[src/rtl/scl_tg_pkg.sv]
`timescale 1ns/1ps
package scl_tg_pkg;

   // Phase of the generated clock; IDLE only while disabled or just enabled.
   typedef enum logic [1:0] {
      PH_IDLE = 2'd0,
      PH_LOW  = 2'd1,
      PH_HIGH = 2'd2
   } scl_phase_e;

   // Default layout of the timing register.
   localparam int TG_REG_W     = 32;
   localparam int TG_BASE_LSB  = 0;
   localparam int TG_LOW_LSB   = 12;
   localparam int TG_HIGH_LSB  = 16;
   localparam int TG_EXTRA_LSB = 20;

endpackage

[src/rtl/scl_tg_cfg.sv]
`timescale 1ns/1ps
module scl_tg_cfg #(
   parameter int REG_W     = 32,
   parameter int CNT_W     = 4,
   parameter int BASE_W    = 4,
   parameter int BASE_LSB  = 0,
   parameter int LOW_LSB   = 12,
   parameter int HIGH_LSB  = 16,
   parameter int EXTRA_LSB = 20
) (
   input  logic              clk,
   input  logic              rst_n,
   input  logic              wr_all,
   input  logic              wr_div,
   input  logic [REG_W-1:0]  wdata,
   output logic [REG_W-1:0]  q,
   output logic [BASE_W-1:0] base,
   output logic [CNT_W-1:0]  high_cnt,
   output logic [CNT_W-1:0]  low_cnt,
   output logic              wr_any
);

   localparam logic [REG_W-1:0] BASE_M  = REG_W'(((64'd1 << BASE_W) - 64'd1) << BASE_LSB);
   localparam logic [REG_W-1:0] LOW_M   = REG_W'(((64'd1 << CNT_W) - 64'd1) << LOW_LSB);
   localparam logic [REG_W-1:0] HIGH_M  = REG_W'(((64'd1 << CNT_W) - 64'd1) << HIGH_LSB);
   localparam logic [REG_W-1:0] EXTRA_M = REG_W'(~64'd0 << EXTRA_LSB);
   localparam logic [REG_W-1:0] DIV_M   = BASE_M | LOW_M | HIGH_M;
   localparam logic [REG_W-1:0] KEEP_M  = DIV_M | EXTRA_M;

   logic [REG_W-1:0] q_r;

   always_ff @(posedge clk or negedge rst_n) begin
      if (!rst_n) begin
         q_r <= '0;
      end else if (wr_all) begin
         q_r <= wdata & KEEP_M;
      end else if (wr_div) begin
         q_r <= (q_r & ~DIV_M) | (wdata & DIV_M);
      end
   end

   assign q        = q_r;
   assign base     = q_r[BASE_LSB +: BASE_W];
   assign high_cnt = q_r[HIGH_LSB +: CNT_W];
   assign low_cnt  = q_r[LOW_LSB +: CNT_W];
   assign wr_any   = wr_all | wr_div;

   // the upper timing fields survive a divisor-only write.
   a_r3_extra_kept : assert property (@(posedge clk) disable iff (!rst_n)
      (wr_div && !wr_all) |=> ((q & EXTRA_M) == $past(q & EXTRA_M)));

endmodule

[src/rtl/scl_tg_prescale.sv]
`timescale 1ns/1ps
module scl_tg_prescale #(
   parameter int BASE_W = 4
) (
   input  logic              clk,
   input  logic              rst_n,
   input  logic              run,
   input  logic              restart,
   input  logic [BASE_W-1:0] base,
   output logic              tick,
   output logic              first
);

   // Largest exponent is 2^BASE_W-1, so the limit needs that many bits.
   localparam int PRE_W = (1 << BASE_W) - 1;

   logic [PRE_W-1:0] cnt_q;
   logic [PRE_W-1:0] lim;

   assign lim = ~({PRE_W{1'b1}} << base);

   always_ff @(posedge clk or negedge rst_n) begin
      if (!rst_n) begin
         cnt_q <= '0;
      end else if (restart || !run) begin
         cnt_q <= '0;
      end else if (cnt_q == lim) begin
         cnt_q <= '0;
      end else begin
         cnt_q <= cnt_q + PRE_W'(1);
      end
   end

   assign tick  = run && (cnt_q == lim);
   assign first = (cnt_q == '0);

   // with a divide ratio above one, ticks never come back to back.
   a_r4_tick_single : assert property (@(posedge clk) disable iff (!rst_n)
      (tick && !restart && (lim != '0)) |=> !tick);

   // a restart leaves the divider at its first count.
   a_r11_restart_first : assert property (@(posedge clk) disable iff (!rst_n)
      restart |=> first);

endmodule

[src/rtl/scl_tg_phase.sv]
`timescale 1ns/1ps
module scl_tg_phase
   import scl_tg_pkg::*;
#(
   parameter int CNT_W      = 4,
   parameter bit STRETCH_EN = 1'b1
) (
   input  logic             clk,
   input  logic             rst_n,
   input  logic             en,
   input  logic             tick,
   input  logic             first,
   input  logic [CNT_W-1:0] high_cnt,
   input  logic [CNT_W-1:0] low_cnt,
   input  logic             scl_in,
   output logic             drive_low,
   output logic             phase_high,
   output logic             rise_next,
   output logic             fall_next,
   output logic             mid_strobe,
   output logic             stretched,
   output logic             hold
);

   scl_phase_e       st_q;
   logic [CNT_W-1:0] cnt_q;
   logic             line_low;
   logic [CNT_W:0]   mid_tgt;
   logic             low_done;
   logic             high_done;

   // The variant picks whether a low line may hold off the high phase.
   generate
      if (STRETCH_EN) begin : g_stretch
         assign line_low = ~scl_in;
      end else begin : g_no_stretch
         logic unused_scl;
         assign unused_scl = scl_in;
         assign line_low   = 1'b0;
      end
   endgenerate

   assign stretched = (st_q == PH_HIGH) && line_low;
   assign hold      = (st_q == PH_IDLE) || stretched;
   assign low_done  = (cnt_q == low_cnt);
   assign high_done = (cnt_q == high_cnt);
   assign mid_tgt   = ({1'b0, high_cnt} + (CNT_W+1)'(1)) >> 1;

   always_ff @(posedge clk or negedge rst_n) begin
      if (!rst_n) begin
         st_q  <= PH_IDLE;
         cnt_q <= '0;
      end else if (!en) begin
         st_q  <= PH_IDLE;
         cnt_q <= '0;
      end else begin
         unique case (st_q)
            PH_IDLE: begin
               st_q  <= PH_LOW;
               cnt_q <= '0;
            end
            PH_LOW: begin
               if (tick) begin
                  if (low_done) begin
                     st_q  <= PH_HIGH;
                     cnt_q <= '0;
                  end else begin
                     cnt_q <= cnt_q + CNT_W'(1);
                  end
               end
            end
            PH_HIGH: begin
               if (tick) begin
                  if (high_done) begin
                     st_q  <= PH_LOW;
                     cnt_q <= '0;
                  end else begin
                     cnt_q <= cnt_q + CNT_W'(1);
                  end
               end
            end
            default: begin
               st_q  <= PH_IDLE;
               cnt_q <= '0;
            end
         endcase
      end
   end

   assign drive_low  = (st_q == PH_LOW);
   assign phase_high = (st_q == PH_HIGH);
   assign rise_next  = (st_q == PH_LOW) && tick && low_done;
   assign fall_next  = (st_q == PH_HIGH) && tick && high_done;
   assign mid_strobe = (st_q == PH_HIGH) && !stretched && first &&
                       ({1'b0, cnt_q} == mid_tgt);

   // the warning strobes are followed by the announced edge.
   a_r7_rise_then_release : assert property (@(posedge clk) disable iff (!rst_n)
      (rise_next && en) |=> (!drive_low && phase_high));
   a_r7_fall_then_drive : assert property (@(posedge clk) disable iff (!rst_n)
      (fall_next && en) |=> drive_low);
   a_r7_edges_exclusive : assert property (@(posedge clk) disable iff (!rst_n)
      !(rise_next && fall_next));

   // a stretched cycle does not advance the high count.
   a_r9_stretch_freeze : assert property (@(posedge clk) disable iff (!rst_n)
      (stretched && en) |=> (cnt_q == $past(cnt_q)));

   // disabling releases the line one cycle later.
   a_r10_disable_release : assert property (@(posedge clk) disable iff (!rst_n)
      !en |=> (!drive_low && !phase_high));

endmodule

[src/rtl/scl_timing_gen.sv]
`timescale 1ns/1ps
module scl_timing_gen
   import scl_tg_pkg::*;
#(
   parameter int REG_W      = TG_REG_W,
   parameter int CNT_W      = 4,
   parameter int BASE_W     = 4,
   parameter int BASE_LSB   = TG_BASE_LSB,
   parameter int LOW_LSB    = TG_LOW_LSB,
   parameter int HIGH_LSB   = TG_HIGH_LSB,
   parameter int EXTRA_LSB  = TG_EXTRA_LSB,
   parameter bit STRETCH_EN = 1'b1
) (
   input  logic             clk,
   input  logic             rst_n,
   input  logic             enable,
   input  logic             tmr_wr_all,
   input  logic             tmr_wr_div,
   input  logic [REG_W-1:0] tmr_wdata,
   input  logic             scl_in,
   output logic [REG_W-1:0] timing_q,
   output logic             tick,
   output logic             phase_high,
   output logic             scl_drive_low,
   output logic             rise_next,
   output logic             fall_next,
   output logic             mid_strobe,
   output logic             stretch
);

   // Elaboration-time checks on the field layout.
   generate
      if (BASE_W < 1 || BASE_W > 5) begin : g_bad_base_w
         $error("BASE_W must lie in 1..5");
      end
      if (CNT_W < 1 || CNT_W > 8) begin : g_bad_cnt_w
         $error("CNT_W must lie in 1..8");
      end
      if (BASE_LSB + BASE_W > LOW_LSB) begin : g_bad_base_pos
         $error("exponent field overlaps low count");
      end
      if (LOW_LSB + CNT_W > HIGH_LSB) begin : g_bad_low_pos
         $error("low count overlaps high count");
      end
      if (HIGH_LSB + CNT_W > EXTRA_LSB || EXTRA_LSB >= REG_W) begin : g_bad_high_pos
         $error("high count overlaps the upper timing fields");
      end
   endgenerate

   logic [BASE_W-1:0] base;
   logic [CNT_W-1:0]  high_cnt;
   logic [CNT_W-1:0]  low_cnt;
   logic              wr_any;
   logic              hold;
   logic              run;
   logic              first;

   scl_tg_cfg #(
      .REG_W     (REG_W),
      .CNT_W     (CNT_W),
      .BASE_W    (BASE_W),
      .BASE_LSB  (BASE_LSB),
      .LOW_LSB   (LOW_LSB),
      .HIGH_LSB  (HIGH_LSB),
      .EXTRA_LSB (EXTRA_LSB)
   ) u_cfg (
      .clk      (clk),
      .rst_n    (rst_n),
      .wr_all   (tmr_wr_all),
      .wr_div   (tmr_wr_div),
      .wdata    (tmr_wdata),
      .q        (timing_q),
      .base     (base),
      .high_cnt (high_cnt),
      .low_cnt  (low_cnt),
      .wr_any   (wr_any)
   );

   assign run = enable && !hold;

   scl_tg_prescale #(
      .BASE_W (BASE_W)
   ) u_pre (
      .clk     (clk),
      .rst_n   (rst_n),
      .run     (run),
      .restart (wr_any),
      .base    (base),
      .tick    (tick),
      .first   (first)
   );

   scl_tg_phase #(
      .CNT_W      (CNT_W),
      .STRETCH_EN (STRETCH_EN)
   ) u_phase (
      .clk        (clk),
      .rst_n      (rst_n),
      .en         (enable),
      .tick       (tick),
      .first      (first),
      .high_cnt   (high_cnt),
      .low_cnt    (low_cnt),
      .scl_in     (scl_in),
      .drive_low  (scl_drive_low),
      .phase_high (phase_high),
      .rise_next  (rise_next),
      .fall_next  (fall_next),
      .mid_strobe (mid_strobe),
      .stretched  (stretch),
      .hold       (hold)
   );

endmodule

[config.mk]
export PLATFORM = sky130hd
export DESIGN_NAME = scl_timing_gen
export DESIGN_NICKNAME = d
export VERILOG_FILES = /design/src/rtl/scl_tg_pkg.sv /design/src/rtl/scl_tg_cfg.sv /design/src/rtl/scl_tg_prescale.sv /design/src/rtl/scl_tg_phase.sv /design/src/rtl/scl_timing_gen.sv
export SDC_FILE = /design/constraint.sdc
export NUM_CORES = 1
export LEC_CHECK = 0
export BUFFER_PORTS_ARGS = -buffer_cell sky130_fd_sc_hd__buf_4
export CAP_MARGIN = 20
export CELL_PAD_IN_SITES_DETAIL_PLACEMENT = 0
export CELL_PAD_IN_SITES_GLOBAL_PLACEMENT = 1
export CORE_MARGIN = 3
export CORE_UTILIZATION = 41
export CTS_BUF_LIST = sky130_fd_sc_hd__clkbuf_4 sky130_fd_sc_hd__clkbuf_8
export DETAILED_ROUTE_END_ITERATION = 8
export GPL_TIMING_DRIVEN = 0
export HOLD_SLACK_MARGIN = 0.15
export PLACE_DENSITY = 0.94
export SYNTH_ARGS = -nofsm -noshare
export SYNTH_HDL_FRONTEND = slang
export SYNTH_SLANG_ARGS = --single-unit
[constraint.sdc]
create_clock -name clk -period 2.7 [get_ports clk]
set_input_delay 0.135 -clock clk [delete_from_list [all_inputs] [get_ports clk]]
set_output_delay 0.135 -clock clk [all_outputs]
set_load 0.05 [all_outputs]
After elaboration in Yosys (flattened, before gate mapping)

Cells that the tools add are included.

Input port bits: 38
Word-level logic and storage cells: 58
Output and inout bits: 39
Register bits: 53

$add $sub $neg: 3
Equality and inequality tests: 10
Muxes and demuxes: 16
Shift operators: 1
Bitwise logic cells: 4
Reductions and logical operators: 20

Operators by type and width:

| cell                                                                 | count |
|---|---|
| 32-bit two-way mux                                                   | 2 |
| 32-bit by 20-bit bitwise OR with 32-bit output                       | 1 |
| 15-bit two-way mux                                                   | 2 |
| 4-bit two-way mux                                                    | 5 |
| 15-bit by 1-bit adder with 15-bit output (second input constant)     | 1 |
| 15-bit == test                                                       | 1 |
| 15-bit zero test                                                     | 1 |
| 15-bit NOT                                                           | 1 |
| 15-bit by 4-bit << shifter with 15-bit output (first input constant) | 1 |
| 4-bit == test                                                        | 3 |
| 3-bit by 2-bit != test with 1-bit output (second input constant)     | 4 |
| 1-bit logical AND                                                    | 10 |
| 2-bit two-way mux                                                    | 5 |
| 4-bit case mux with 2 select lines                                   | 1 |
| 2-bit case mux with 3 select lines                                   | 1 |
| 4-bit by 1-bit adder with 5-bit output (second input constant)       | 1 |
| 4-bit by 1-bit adder with 4-bit output (second input constant)       | 1 |
| 4-bit AND reduction                                                  | 1 |
| 1-bit zero test                                                      | 3 |
| 2-bit by 1-bit == test with 1-bit output (second input constant)     | 1 |
| 2-bit == test (second input constant)                                | 1 |
| 2-bit zero test                                                      | 1 |
| 1-bit logical OR                                                     | 2 |
| 2-bit AND reduction                                                  | 1 |
| 3 further kinds                                                      | 3 |

Longest topological paths before layout

Gate-level depths: netlist of run 1.

Depth after elaboration: 9
Gate-level depth with buffers: 10
Mapped depth without buffers: 8

Hierarchy

A second synthesis of run 1 with hierarchy kept.

Cells, all modules: 297
Area, all modules: 3133.0 µm²

Modules (own cells, without submodules):

| module          | cells an instance | area each (µm²) | sequential area each (µm²) | instances |
|---|---|---|---|---|
| scl_tg_prescale | 145               | 1318.8          | 375.4                      | 1 |
| scl_tg_cfg      | 73                | 1092.3          | 600.6                      | 1 |
| scl_tg_phase    | 78                | 708.2           | 150.1                      | 1 |
| scl_timing_gen  | 1                 | 13.8            | 0.0                        | 1 |

Least setup slack after synthesis of run 1

OpenSTA, ideal clock, no wires.

Path kind: flip-flop to output port
From: register u_phase.st_q[0]
To: output fall_next
Buffers on the path: 1
Stages on the path, launching flop included: 9
Path slack: -665 ps
Data arrival time: 3230 ps
Cells stage by stage: dfrtp_1 inv_1 ha_1 and2b_2 or3b_2 nor4_1 and2_1 clkbuf_1 and3_1

Word-level cells in the longest chain between the ends: 8

Ends and longest elaborated chain:

| what                           | RTL line              | RTL |
|---|---|---|
| start: declaration             | scl_tg_phase.sv:25    | `scl_phase_e st_q;` |
| start signal: assignment       | scl_tg_phase.sv:51    | `st_q <= PH_IDLE;` |
| start signal: assignment       | scl_tg_phase.sv:54    | `st_q <= PH_IDLE;` |
| start signal: assignment       | scl_tg_phase.sv:59    | `st_q <= PH_LOW;` |
| 2-bit == test                  | n/a                   |  |
| named net phase_high           | scl_timing_gen.sv:23  | `output logic phase_high,` |
| 1-bit logical AND              | scl_tg_phase.sv:43    | `assign stretched = (st_q == PH_HIGH) && line_low;` |
| named net stretch              | scl_timing_gen.sv:28  | `output logic stretch` |
| 1-bit logical OR               | scl_tg_phase.sv:44    | `assign hold = (st_q == PH_IDLE) \|\| stretched;` |
| 1-bit zero test                | scl_timing_gen.sv:79  | `assign run = enable && !hold;` |
| 1-bit logical AND              | scl_timing_gen.sv:79  |  |
| 1-bit logical AND              | scl_tg_prescale.sv:34 | `assign tick = run && (cnt_q == lim);` |
| named net tick                 | scl_timing_gen.sv:22  | `output logic tick,` |
| 1-bit logical AND (2 in a row) | scl_tg_phase.sv:93    | `assign fall_next = (st_q == PH_HIGH) && tick && high_done;` |
| end: declaration               | scl_timing_gen.sv:26  | `output logic fall_next,` |

The timed path passes the listed nets, and every way through them passes these cells.

Worst setup path after layout of run 1

From: register u_cfg.q_r[1], in the netlist u_cfg.q[1]
To: output fall_next

Word-level cells in the longest chain between the ends: 6

Ends and longest elaborated chain:

| what                                          | RTL line              | RTL |
|---|---|---|
| start: declaration                            | scl_tg_cfg.sv:30      | `logic [REG_W-1:0] q_r;` |
| start signal: assignment                      | scl_tg_cfg.sv:36      | `q_r <= wdata & KEEP_M;` |
| start signal: assignment                      | scl_tg_cfg.sv:38      | `q_r <= (q_r & ~DIV_M) \| (wdata & DIV_M);` |
| 15-bit by 4-bit << shifter with 15-bit output | scl_tg_prescale.sv:20 | `assign lim = ~({PRE_W{1'b1}} << base);` |
| 15-bit NOT                                    | scl_tg_prescale.sv:20 |  |
| 15-bit == test                                | scl_tg_prescale.sv:34 |  |
| 1-bit logical AND                             | scl_tg_prescale.sv:34 |  |
| 1-bit logical AND (2 in a row)                | scl_tg_phase.sv:93    |  |

Every way passes these cells.

==> impl_results.md, run 1 <==
* Status: finished, final reports clean
* Antenna violation net count after detailed routing at 0
* Ys flop type: dfrtp_1
* Share of the synthesized area in the top cell type at 40.8%
* Max_slew headroom at 57.5%
* Synthesized cell area at 2760 um^2
* CP max stage cell: dfrtp_2
* Least-Margin Pin Slew at 637 ps
* Die Y at 88.0 um
* Final setup violation count at 0
* Vias at 2425
* DRT iter0 DRCs at 100
* Vias per Instance at 5.33
* Worst Setup SP: u_cfg.q[1]$_DFFE_PN0N_
* Synth-to-Final Area Change at 39.4%
* Global-route wire length before repair at 11800 um
* Clock Latency Late Sink at 290 ps
* Synth area leaders: dfrtp_1 (41%), mux2_2 (9.8%), xor2_1 (5.1%)
* Hold Path Class: in -> reg
* Worst vdd ir at 301 uV
* Pre-antenna DRT Iters at 4
* N_diodes at 0
* P_leak at 0.00173 uW
* FP Rows at 29
* Critical path class: reg -> out
* Clock buffer count from CTS at 5
* Worst setup EP type: primary output
* Grt total ovfl at 0
* Reg2Reg Depth at 9
* Total Routing Usage GR at 19.5%
* Warnings, synthesis at 0
* Gpl congestion at 0.864
* Core area at 6420 um^2
* Clock Path Buffers at 2
* Slew Limit Fails at 0
* I/O Buffers at 60
* Worst path cell trace: buf_4 -> nand3_2 -> a2111oi_2 -> a31oi_1 -> a221oi_2 -> and2_4 -> buf_6 -> and3_2 -> buf_8
* F_max at 387 MHz
* Wire per inst at 15.5 um
* Initial antenna violation count at 0
* Post-Route WL at 7050 um
* Layout Skew at 10.1 ps
* Top-count cell post-synth: dfrtp_1
* Post-synthesis sequential area ratio at 40.8%
* Clock sinks at 45
* Worst Path Max Fanout at 10
* IO Pins at 77
* Post-synth top area cell: dfrtp_1
* Async SR Flop Fraction at 100%
* CP required at 2570 ps
* Largest net degree at the start of global routing at 46
* Gate count of the mapped netlist at 274
* Top cells by count, synth: dfrtp_1 (45), mux2_2 (24), nor2_1 (22)
* Synth cell types at 59
* Placed cell area at 3350 um^2
* FF-to-FF End: u_pre.cnt_q[7]$_DFF_PN0_
* Design area at 3840 um^2
* Total power at 1890 uW
* Fin. Hold Viols at 0
* Clk pin slew, worst setup/hold paths at 80 ps
* Max Cap Viol at 0
* CTS root buffer: clkbuf_8
* Syn_area_per_cell at 10.1 um^2
* Initial core utilization at 42.9%
* Crit path time final at 2580 ps
* CTS tree: done
* Final Cycle Share at 95.7%
* Flop2flop setup slack at 210 ps
* Hold slack at 154 ps
* Crit path max-delay family: compound AO/OA/AOI/OAI gates
* Power density over cell area at 491 nW/um^2
* H-tree depth at 2
* Final Util at 59.9%
* Max Used Layer: met4
* Critical path launch point type: flip-flop
* Vias in the first global route at 2486
* Die Area at 7750 um^2
* Die W at 88.0 um
* Ratio of cells with drive above 1 in the final layout at 36.5%
* Nets at 423
* WL met3 at 345 um
* Seq cells post-synth at 45
* Worst path depth at 9
* Met1 WL at 3090 um
* Drt drc at 0
* DR WL met2 at 3490 um
* RR Startpoint: u_pre.cnt_q[10]$_DFF_PN0_
* EDFF count, synth at 0
* Worst Path Buf+Inv at 3
* Critical path arrival at 2450 ps
* Post-detail-place hpwl at 4740 um
* Worst setup path endpoint: fall_next
* Slowest stage delay, CP at 440 ps
sequential cells by signal, summed over array words and instances (netlist names):
name	count
u_cfg.q	24
u_pre.cnt_q	15
u_phase.cnt_q	4
u_phase.st_q	2
worst reg2reg max path: stages, from the launching register on:
cell and delay (ps):
dfrtp_1 380, buf_6 120, or4_4 540, o311ai_4 110, o311ai_4 160, nor3_2 260
nand2_1 120, nand2_1 190, clkbuf_1 380, nor2_1 100
logic make-up (layout without fill, tap and decap cells):
logic type      after synthesis  count (layout)  synth area share, %
mux                          26              26                 10.5
xor+xnor                     24              24                 7.62
flops                        45              45                 40.8
compound gates               33              33                 9.12
simple gates                103             103                 20.6
buf+inv                      34             131                 7.53
other cells                   1               8                0.136
fa+ha+maj                     8               8                 3.63
area by class of cell:
class / count / area, um^2
tap: 77 / 96.3
buffer: 23 / 180
clock buffer: 7 / 90.1
multi-input combinational: 202 / 1530
clock inverter: 1 / 30.0
fill: 522 / 2580
inverter: 9 / 33.8
timing repair buffer: 91 / 762
sequential: 45 / 1130
metal layers:
| metal | vias to the layer above | GRT usage [%] |
|---|---|---|
| met5 | - | 0 |
| li1 | 1159 | - |
| met2 | 80 | 33.2 |
| met3 | 10 | 4.14 |
| met4 | 0 | 5.77 |
| met1 | 1176 | 24.9 |
report_power, final:
part / leakage, uW / switching, uW / total (uW) / internal [uW]
registers: 0.000571 / 36.8 / 752 / 715
clock network: 0.0000619 / 227 / 539 / 312
logic: 0.00109 / 357 / 597 / 240
total: 0.00173 / 621 / 1890 / 1270
cells in the final DEF, fill, tap and decap left out, drive strengths merged, types with 2 or more instances in the layout:
cell type / n
buf: 83
dfrtp: 45
dlygate4sd3: 27
mux2: 24
nor2: 22
nand3: 18
xor2: 16
nand2: 12
nor3: 11
clkbuf: 11
inv: 9
o21ai: 9
xnor2: 8
conb: 8
ha: 8
and3: 8
nor4: 7
nor2b: 5
a21oi: 4
nand4: 3
o311ai: 3
or4: 3
a31oi: 2
a21boi: 2
o211ai: 2
mux2i: 2
and2b: 2
and3b: 2
and2: 2
per-stage QoR:
step                setup slack [ps]  std cells  TNS (ps)
finish                           117        455         0
CTS                             4.81        454         0
detailed placement               184        418         0
global route                   -43.5        455     -96.3
floorplan                       11.7        281         0
global placement                 246        418         0
timing repair:
item	4_1_cts	5_1_grt
pin swaps	1	6
hold endpoints to repair	69	0
setup endpoints to repair	2	13
setup buffers	1	3
hold buffers	27	0
gates resized for setup	5	17
worst min path at each step:
stage	to	startpoint	cells past startpoint
5_1_grt	u_phase.st_q[0]$_DFFE_PN0P_	enable	3
6_report	u_phase.st_q[0]$_DFFE_PN0P_	enable	3
3_3_place_gp	u_cfg.q[12]$_DFFE_PN0N_	rst_n	1
3_5_place_dp	u_cfg.q[13]$_DFFE_PN0N_	rst_n	1
2_1_floorplan	u_cfg.q[0]$_DFFE_PN0N_	rst_n	0
4_1_cts	u_phase.st_q[0]$_DFFE_PN0P_	enable	3
Note: power is estimated with default switching activity, not from simulation.
==> run 2, diff against run 1 <==
--- a/config.mk
+++ b/config.mk
@@ -5,12 +5,13 @@
 export SDC_FILE = /design/constraint.sdc
 export NUM_CORES = 1
 export LEC_CHECK = 0
+export ABC_AREA = 1
 export BUFFER_PORTS_ARGS = -buffer_cell sky130_fd_sc_hd__buf_4
 export CAP_MARGIN = 20
 export CELL_PAD_IN_SITES_DETAIL_PLACEMENT = 0
 export CELL_PAD_IN_SITES_GLOBAL_PLACEMENT = 1
 export CORE_MARGIN = 3
-export CORE_UTILIZATION = 41
+export CORE_UTILIZATION = 39
 export CTS_BUF_LIST = sky130_fd_sc_hd__clkbuf_4 sky130_fd_sc_hd__clkbuf_8
 export DETAILED_ROUTE_END_ITERATION = 8
 export GPL_TIMING_DRIVEN = 0
==> impl_results.md, run 2 <==
* Setup_tns at 0 ps (unchanged)
* Post-synth top area cell: dfrtp_1 (unchanged)
* Slew Limit Fails at 0 (unchanged)
* Async SR Flop Fraction at 100% (unchanged)
* Crit path setup slack, layout at 428 ps (was 117 ps)
* Clock buffer count from CTS at 5 (unchanged)
* Worst vdd ir at 381 uV (was 301 uV)
* Ys flop type: dfrtp_1 (unchanged)
* Max reg flops at 24 (unchanged)
* Antenna violation net count after detailed routing at 0 (unchanged)
* Post-Route WL at 6710 um (was 7050 um)
* Top-count cell post-synth: nand2_1 (was dfrtp_1)
* Power density over cell area at 537 nW/um^2 (was 491 nW/um^2)
* Setup WS pre-CTS at 756 ps (was 184 ps)
* Critical path launch point type: flip-flop (unchanged)
* Layout Skew at 12.9 ps (was 10.1 ps)
* Synth Area in Adders at 3.69% (was 3.63%)
* Synth cell types at 29 (was 59)
* Post-synthesis simple-gate area fraction at 26.9% (was 20.6%)
* EDFF count, synth at 0 (unchanged)
* Post-synthesis sequential area ratio at 41.6% (was 40.8%)
* Compound-gate portion of the synthesized area at 3.28% (was 9.12%)
* Share of the synthesized area in the top cell type at 41.6% (was 40.8%)
* CP required at 2570 ps (about the same)
* Clock sinks at 45 (unchanged)
* Largest net degree at the start of global routing at 46 (unchanged)
* Synth-to-Final Area Change at 34.5% (was 39.4%)
* Max Cap Viol at 0 (unchanged)
* Worst path depth at 8 (was 9)
* I/O Buffers at 60 (unchanged)
* P_leak at 0.00176 uW (was 0.00173 uW)
* Worst Path Max Fanout at 5 (was 10)
* Multi-input gate area at 1370 um^2 (was 1530 um^2)
* Crit path max-delay family: simple AND/OR/NAND/NOR gates (was compound AO/OA/AOI/OAI gates)
* Die W at 89.4 um (was 88.0 um)
* Slowest stage delay, CP at 420 ps (was 440 ps)
* H-tree depth at 2 (unchanged)
* F_max at 440 MHz (was 387 MHz)
* Nets at 474 (was 423)
* Final setup violation count at 0 (unchanged)
* IO Pins at 77 (unchanged)
* Worst Path Buf+Inv at 3 (unchanged)
* Synth area leaders: dfrtp_1 (42%), nand2_1 (9.1%), mux2_2 (8.3%) (was dfrtp_1 (41%), mux2_2 (9.8%), xor2_1 (5.1%))
* CTS tree: done (unchanged)
* Ratio of cells with drive above 1 in the final layout at 25.9% (was 36.5%)
* Synth Area in XOR/XNOR at 7.11% (was 7.62%)
* Wire per inst at 13.3 um (was 15.5 um)
* Most frequent cells in the layout: buf_4 (70), nand2_1 (66), dfrtp_1 (45) (was buf_4 (74), dfrtp_1 (44), dlygate4sd3_1 (27))
* Fin. Hold Viols at 0 (unchanged)
* Hold Path Class: in -> reg (unchanged)
* Drt drc at 0 (unchanged)
* Final Util at 55.8% (was 59.9%)
* Clock Latency Late Sink at 300 ps (was 290 ps)
* DRT iter0 DRCs at 143 (was 100)
* Clk pin slew, worst setup/hold paths at 90 ps (was 80 ps)
* Gpl congestion at 0.892 (was 0.864)
* Critical path arrival at 2140 ps (was 2450 ps)
* Hold Crit Depth at 5 (was 3)
* Post-synthesis mux area share at 8.31% (was 10.5%)
* Register Area at 1130 um^2 (about the same)
* Initial antenna violation count at 0 (unchanged)
* Warnings, synthesis at 0 (unchanged)
* Die Y at 89.4 um (was 88.0 um)
* CTS root buffer: clkbuf_8 (unchanged)
* Vias at 2479 (was 2425)
* Synthesized cell area at 2710 um^2 (was 2760 um^2)
* CP max stage cell: dfrtp_1 (was dfrtp_2)
* Total Routing Usage GR at 17.7% (was 19.5%)
* Post-CTS sizing at 0 (was 5)
* Post-detail-place hpwl at 5020 um (was 4740 um)
* Grt total ovfl at 0 (unchanged)
* Seq cells post-synth at 45 (unchanged)
* Vias in the first global route at 2365 (was 2486)
* Worst setup EP type: primary output (unchanged)
* Core area at 6530 um^2 (was 6420 um^2)
* Least-Margin Pin Slew at 661 ps (was 637 ps)
* Vias per Instance at 4.90 (was 5.33)
* Pre-antenna DRT Iters at 4 (unchanged)
* Status: finished, final reports clean (unchanged)
* FP Rows at 29 (unchanged)
* Max_slew headroom at 55.7% (was 57.5%)
* Reg2Reg Depth at 8 (was 9)
* Gate count of the mapped netlist at 327 (was 274)
* Hold slack at 208 ps (was 154 ps)
* Total power at 1960 uW (was 1890 uW)
* Commonest non-fill, non-tap cell in the layout: buf_4 (unchanged)
* Final Cycle Share at 84.1% (was 95.7%)
* Top cells by count, synth: nand2_1 (66), dfrtp_1 (45), nor2_1 (41) (was dfrtp_1 (45), mux2_2 (24), nor2_1 (22))
* Global-route wire length before repair at 11000 um (was 11800 um)
* Largest family of logic cells by synthesized area: simple AND/OR/NAND/NOR gates (unchanged)
* Critical path class: reg -> out (unchanged)
* Worst path cell trace: inv_1 -> ha_1 -> inv_1 -> nor2_1 -> nor3_1 -> nand3_2 -> nor3_1 -> buf_4 (was buf_4 -> nand3_2 -> a2111oi_2 -> a31oi_1 -> a221oi_2 -> and2_4 -> buf_6 -> and3_2 -> buf_8)
* Clock Path Buffers at 2 (unchanged)
* Syn_area_per_cell at 8.29 um^2 (was 10.1 um^2)
* RSZ-0062 raised after global routing: no
* Crit path time final at 2270 ps (was 2580 ps)
* Fill count at 576 (was 522)
* N_diodes at 0 (unchanged)
* Die Area at 7990 um^2 (was 7750 um^2)
* Initial core utilization at 41.5% (was 42.9%)
-- run 2: logic make-up (layout without fill, tap and decap cells) --
kind of cell | count (synthesis) | count (layout)
compound gates | 17 | 17
xor+xnor | 22 | 22
fa+ha+maj | 8 | 8
buf+inv | 51 | 146
flops | 45 | 45
mux | 20 | 20
other cells | 1 | 8
simple gates | 163 | 163
-- run 2: area by class of cell --
type / count / share of cell area, %
Clock inverter: 3 / 0.618
Inverter: 36 / 3.71
Timing Repair Buffer: 87 / 19.8
Sequential cell: 45 / 30.9
Clock buffer: 5 / 1.89
Buffer: 15 / 3.02
Multi-Input combinational cell: 238 / 37.5
Tap cell: 77 / 2.64
-- run 2: tightest hold or removal path: stages --
cell     delay, ps
buf_4           90
nand2_1         50
inv_1           60
nand3_1         80
nand2_1         70
-- run 2: metrics by stage --
step | area (um^2) | std cells
5_1_grt | 3640 | 506
4_1_cts | 3640 | 506
3_3_place_gp | 3280 | 471
6_report | 3640 | 506
3_5_place_dp | 3280 | 471
2_1_floorplan | 2740 | 334
-- run 2: metal layers --
metal,wire length (um),GRT usage [%],vias up
met5,0,0,-
met4,58,4.87,0
met3,416,3.96,4
met2,3340,29.1,82
met1,2890,23.3,1154
li1,-,-,1239
-- run 2: where the power goes --
| part | total (uW) | switching, uW | leakage, uW | internal, uW |
|---|---|---|---|---|
| clock | 432 | 248 | 0.0000481 | 184 |
| combinational | 739 | 468 | 0.00114 | 271 |
| sequential | 785 | 58.1 | 0.000570 | 727 |
| total | 1960 | 775 | 0.00176 | 1180 |
-- run 2: path summary, 6_finish.rpt --
path | from | endpoint | slack, ps
min in group asynchronous | rst_n | u_cfg.q[3]$_DFFE_PN0N_ | 360
max | u_phase.st_q[0]$_DFFE_PN0P_ | fall_next | 430
min reg2reg | u_pre.cnt_q[0]$_DFF_PN0_ | u_pre.cnt_q[0]$_DFF_PN0_ | 470
max reg2reg | u_phase.st_q[0]$_DFFE_PN0P_ | u_pre.cnt_q[13]$_DFF_PN0_ | 830
min | enable | u_phase.st_q[1]$_DFFE_PN0P_ | 210
max in group asynchronous | rst_n | u_phase.st_q[1]$_DFFE_PN0P_ | 1950
-- run 2: repair_timing --
action	4_1_cts	5_1_grt
buffers inserted	0	0
endpoints found under the hold margin	69	0
hold buffers	27	0
